==> config.mk <==
export PLATFORM = sky130hd
export DESIGN_NAME = irqc_top
export DESIGN_NICKNAME = d
export VERILOG_FILES = /design/src/rtl/irqc_pkg.sv /design/src/rtl/irqc_cause_reg.sv /design/src/rtl/irqc_summary.sv /design/src/rtl/irqc_prio_enc.sv /design/src/rtl/irqc_top.sv
export SDC_FILE = /design/constraint.sdc
export NUM_CORES = 1
export LEC_CHECK = 0
export ABC_CLOCK_PERIOD_IN_PS = 1700
export BUFFER_PORTS_ARGS = -buffer_cell sky130_fd_sc_hd__clkbuf_2
export CAP_MARGIN = 20
export CORE_UTILIZATION = 51
export CTS_CLUSTER_DIAMETER = 80
export DETAILED_ROUTE_END_ITERATION = 10
export MAX_ROUTING_LAYER = met4
export PLACE_DENSITY_LB_ADDON = 0.15
export SETUP_SLACK_MARGIN = 0.3
export SLEW_MARGIN = 20
export SYNTH_ARGS = -nofsm -noshare
export SYNTH_HDL_FRONTEND = slang
export SYNTH_SLANG_ARGS = --single-unit
==> constraint.sdc <==
create_clock -name clk -period 1.7 [get_ports clk]
set_input_delay 0.17 -clock clk [delete_from_list [all_inputs] [get_ports clk]]
set_output_delay 0.17 -clock clk [all_outputs]
set_load 0.01 [all_outputs]
==> src/rtl/irqc_pkg.sv <==
package irqc_pkg;

    localparam int REG_W    = 32;
    localparam int SRC_LO   = 1;
    localparam int SRC_HI   = 29;
    localparam int SRC_N    = SRC_HI - SRC_LO + 1;
    localparam int IDX_W    = $clog2(SRC_HI + 1);

    // positions of the read-only summary bits
    localparam int SUM_ANY_POS = 0;
    localparam int SUM_A_POS   = 30;
    localparam int SUM_B_POS   = 31;

    typedef enum logic {
        SEL_CAUSE  = 1'b0,
        SEL_ENABLE = 1'b1
    } reg_sel_e;

    function automatic logic [REG_W-1:0] bit_span(input int hi, input int lo);
        logic [REG_W-1:0] m;
        m = '0;
        for (int i = 0; i < REG_W; i++) begin
            if (i >= lo && i <= hi) m[i] = 1'b1;
        end
        return m;
    endfunction

    localparam logic [REG_W-1:0] GRP_ANY = bit_span(SRC_HI, SRC_LO);
    localparam logic [REG_W-1:0] GRP_A   = bit_span(29, 26) | bit_span(20, 1);
    localparam logic [REG_W-1:0] GRP_B   = bit_span(25, 1);

endpackage

==> src/rtl/irqc_cause_reg.sv <==
module irqc_cause_reg
    import irqc_pkg::*;
#(
    parameter int N = SRC_N
) (
    input  logic         clk,
    input  logic         rst_n,
    input  logic [N-1:0] src_i,
    input  logic         clr_en_i,
    input  logic [N-1:0] keep_i,
    output logic [N-1:0] cause_o
);

    typedef struct packed {
        logic [N-1:0] cause;
    } cause_st_t;

    cause_st_t st_d, st_q;

    always_comb begin
        st_d = st_q;
        for (int i = 0; i < N; i++) begin
            // an active source outranks a clear in the same cycle
            st_d.cause[i] = src_i[i] | (st_q.cause[i] & ~(clr_en_i & ~keep_i[i]));
        end
    end

    always_ff @(posedge clk or negedge rst_n) begin
        if (!rst_n) st_q <= '0;
        else        st_q <= st_d;
    end

    assign cause_o = st_q.cause;

endmodule

==> src/rtl/irqc_summary.sv <==
module irqc_summary
    import irqc_pkg::*;
#(
    parameter int N = SRC_N,
    localparam int W = N + 3
) (
    input  logic [N-1:0] raw_i,
    output logic [W-1:0] view_o
);

    logic [W-1:0] placed;
    logic         any_s, grp_a_s, grp_b_s;

    always_comb begin
        placed  = {2'b00, raw_i, 1'b0};
        any_s   = |(placed & GRP_ANY);
        grp_a_s = |(placed & GRP_A);
        grp_b_s = |(placed & GRP_B);
        view_o  = placed;
        view_o[SUM_ANY_POS] = any_s;
        view_o[SUM_A_POS]   = grp_a_s;
        view_o[SUM_B_POS]   = grp_b_s;
    end

endmodule

==> src/rtl/irqc_prio_enc.sv <==
module irqc_prio_enc
    import irqc_pkg::*;
#(
    parameter int N    = SRC_N,
    parameter int BASE = SRC_LO,
    parameter int IW   = IDX_W
) (
    input  logic [N-1:0]  pend_i,
    output logic          vld_o,
    output logic [IW-1:0] idx_o
);

    always_comb begin
        vld_o = 1'b0;
        idx_o = '0;
        // scan downward so the lowest pending index is written last
        for (int i = N - 1; i >= 0; i--) begin
            if (pend_i[i]) begin
                vld_o = 1'b1;
                idx_o = IW'(i + BASE);
            end
        end
    end

endmodule

==> src/rtl/irqc_top.sv <==
module irqc_top
    import irqc_pkg::*;
(
    input  logic             clk,
    input  logic             rst_n,
    input  logic [SRC_N-1:0] src_i,
    input  logic             reg_we,
    input  logic             reg_addr,
    input  logic [REG_W-1:0] reg_wdata,
    output logic [REG_W-1:0] reg_rdata,
    output logic             irq_o,
    output logic             pend_vld_o,
    output logic [IDX_W-1:0] pend_idx_o
);

    typedef struct packed {
        logic [REG_W-1:0] en;
    } en_st_t;

    en_st_t           en_d, en_q;
    logic [SRC_N-1:0] cause_q;
    logic [REG_W-1:0] mask_q;
    logic [REG_W-1:0] cause_view;
    logic [SRC_N-1:0] pend_s;
    logic             wr_cause, wr_en;

    assign wr_cause = reg_we & (reg_sel_e'(reg_addr) == SEL_CAUSE);
    assign wr_en    = reg_we & (reg_sel_e'(reg_addr) == SEL_ENABLE);

    irqc_cause_reg #(.N(SRC_N)) cause_i (
        .clk      (clk),
        .rst_n    (rst_n),
        .src_i    (src_i),
        .clr_en_i (wr_cause),
        .keep_i   (reg_wdata[SRC_HI:SRC_LO]),
        .cause_o  (cause_q)
    );

    always_comb begin
        en_d = en_q;
        if (wr_en) en_d.en = reg_wdata;
    end

    always_ff @(posedge clk or negedge rst_n) begin
        if (!rst_n) en_q <= '0;
        else        en_q <= en_d;
    end

    assign mask_q = en_q.en;

    irqc_summary #(.N(SRC_N)) summary_i (
        .raw_i  (cause_q),
        .view_o (cause_view)
    );

    assign pend_s = cause_q & mask_q[SRC_HI:SRC_LO];

    irqc_prio_enc #(.N(SRC_N), .BASE(SRC_LO), .IW(IDX_W)) enc_i (
        .pend_i (pend_s),
        .vld_o  (pend_vld_o),
        .idx_o  (pend_idx_o)
    );

    assign irq_o     = |pend_s;
    assign reg_rdata = (reg_sel_e'(reg_addr) == SEL_ENABLE) ? mask_q : cause_view;

endmodule

==> run_results.csv <==
group,metric,value,unit
floorplanning,initial_core_util,53.5,%
timing,setup-tns-final,-3.21,ns
clocking,cts_tree,"built",
critical_path,arrival,1.99,ns
floorplanning,rows,28,
status,status,"complete, but fails checks",
routing,vias,3069,
global_routing,antenna_found_initial,0,
power_and_ir_drop,powerDensity,856,nW/µm²
timing,setup_viol,10,
timing,slew_viol_final,0,
place,hpwlAfterDp,6.08,mm
timing,setup_ws,-0.462,ns
synthesis,async_reset_ff_share,100,%
floorplanning,die_w,81.0,µm
synthesis,synth_warnings,0,
synthesis,ys_types,35,
synthesis,avgSynthCellArea,10.9,µm²
synthesis,ys_seq_elements,61,
final_layout,final_nets,511,
status,violations,"negative setup slack",
critical_path,cp-end-kind,"output port",
synthesis,synth_area_leaders,"dfrtp_1 (48%), mux2_2 (22%), nand2b_1 (6.5%)",
power_and_ir_drop,p_leak,2.20,nW
global_routing,grt_max_degree,62,
place,placedInstanceArea,3960,µm²
routing,routed_wl,10.1,mm
timing,finalHoldViolCount,0,
synthesis,synthCells,291,
clocking,numCtsBuffers,9,
final_layout,n_fill_cell,344,
synthesis,synthFlopType,"dfrtp_1",
timing,max_slew_margin,66.0,%
routing,dr.pass1.iters,5,
routing,postRouteAntennaNets,0,
final_layout,utilization,83.0,%
global_routing,grt_use_total,30.5,%
power_and_ir_drop,ir_drop,0.771,mV
place,portBuffers,103,
floorplanning,io-pin-count,104,
worst_hold_path,hold_path.class,"in -> reg",
clocking,clock_sinks,61,
critical_path,crit_required,1.53,ns
clocking,clk_pin_slew,0.07,ns
timing,fin_crit,2.16,ns
synthesis,syn_nets,356,
final_layout,fin_cells,526,
clocking,cts-root-buf,"clkbuf_8",
timing,max_freq,463,MHz
final_layout,final_layout_size_suffix_gt1_share,61.4,%
place,dp.cells,485,
global_routing,grt_pass1_wl,14.1,mm
timing,period_share,127,%
global_routing,grt_pass1_vias,2896,
final_layout,n_antenna_cell,0,
critical_path,start_kind,"flop",
global_routing,grt_remaining_overflow,0,
floorplanning,die_area,6560,µm²
routing,wl_per_cell,19.3,µm
routing,drc,0,
synthesis,synth-edff-count,0,
synthesis,synth_area,3180,µm²
timing,skew,0,ns
clocking,h-tree-depth,3,
critical_path,critPathKind,"reg -> out",
run,drv_cap,0,
critical_path,path_max_fanout,4,
timing,rsz0062_at_grt,"yes",
timing,worst_pin_slew,0.510,ns
final_layout,stdcell_area,4940,µm²
routing,drt-initial-drc-count,149,
floorplanning,core,5960,µm²
place,place_congestion,0.887,
synthesis,yosys.area.top_type,"dfrtp_1",
synthesis,seq_area_frac_synth,47.9,%
clocking,clockBufferDepth,2,
synthesis,synth_top_area_share,47.9,%
routing,via_per_inst,5.83,
synthesis,yosys-top-cells-count,"dfrtp_1 (61), mux2_2 (61), nand2b_1 (33)",
clocking,clock_latency,0.35,ns
final_layout,area_growth,55.2,%
floorplanning,die_y,81.0,µm
[layout by cell type, fill, tap and decap left out, types with 3 or more instances in the layout]
cell type,netlist,routed
dfrtp_2,0,12
a22o_1,4,3
buf_2,8,3
a21oi_1,6,4
clkbuf_8,0,9
nand3_1,8,5
a22oi_2,0,7
dlygate4sd3_1,0,9
dfrtp_1,61,49
o21ai_0,32,31
nand2_4,0,3
buf_6,0,49
mux2_2,61,41
mux2_4,0,20
nor4_4,0,3
nor4_2,1,3
clkbuf_2,1,78
nand2_1,28,24
nand2b_1,33,31
buf_4,0,14
[final cells by class]
class | count | area (µm²) | area share, %
repair buffers | 154 | 1170 | 23.7
flip-flops and latches | 61 | 1540 | 31.2
clock inverters | 7 | 51.3 | 1.04
well taps | 75 | 93.8 | 1.90
multi-input cells | 219 | 1960 | 39.6
clock buffers | 9 | 124 | 2.51
inverters | 1 | 3.75 | 0.0759
[what timing repair did]
| action | CTS | global route |
|---|---|---|
| gates resized for setup | 59 | 100 |
| setup buffers | 7 | 9 |
| hold endpoints to repair | 68 | 1 |
| endpoints found under the setup margin | 27 | 37 |
| hold buffers | 8 | 1 |
| pin swaps | 18 | 17 |
[kinds of logic (layout without fill, tap and decap cells)]
family          Yosys count  after routing  share of synthesized area [%]
mux                      62             62                           21.9
compound gates           65             65                           13.0
simple gates             92             92                           15.5
flops                    61             61                           47.9
buf+inv                  11            171                           1.65
[critical path: stages (launching register included)]
cell and delay (ns):
dfrtp_1 0.42, a22o_1 0.28, nand2b_4 0.16, o211ai_1 0.26
o211ai_1 0.22, a21oi_2 0.17, clkbuf_2 0.14
[per-stage QoR]
step                      hold WS [ns]  total power, mW  setup slack (ns)
after floorplan                 -0.126             2.28             0.298
after global placement           0.211             2.67           -0.0364
after detailed placement         0.208             2.69           -0.0266
after CTS                      0.00227             3.99            -0.314
after global routing         -0.000564             4.42            -0.467
final                          0.00303             4.23            -0.462
[power breakdown]
group | switching [mW] | total, mW | internal, mW | leakage (nW)
logic | 0.579 | 1.29 | 0.709 | 1.47
clock network | 0.626 | 1.16 | 0.532 | 0.0856
registers | 0.183 | 1.79 | 1.60 | 0.644
total | 1.39 | 4.23 | 2.84 | 2.20
[sequential cells by signal (all words and copies together), names as in the netlist]
name	count
cause_i.cause_o	29
en_q	32
[layer usage]
layer | global-route usage, % | vias to the layer above | routed length (µm) | share of wire (%)
li1 | - | 1382 | - | -
met5 | - | - | 0 | 0
met2 | 49.0 | 142 | 5110 | 50
met4 | 15.5 | 0 | 485 | 4.8
met3 | 5.84 | 43 | 488 | 4.8
met1 | 36.5 | 1502 | 4040 | 40
[final timing paths]
kind,depth (start not counted),startpoint,slack (ns),end
max in group asynchronous,3,rst_n,1.05,cause_i.cause_o[12]
worst max register to register,5,cause_i.cause_o[0],0.68,cause_i.cause_o[0]
worst min register to register,1,en_q[30],0.52,en_q[30]
worst min-delay path,2,src_i[17],0.003,cause_i.cause_o[17]
min in group asynchronous,3,rst_n,0.37,cause_i.cause_o[6]
worst max-delay path,6,en_q[25],-0.46,pend_idx_o[2]
(Power assumes the default switching activity.)
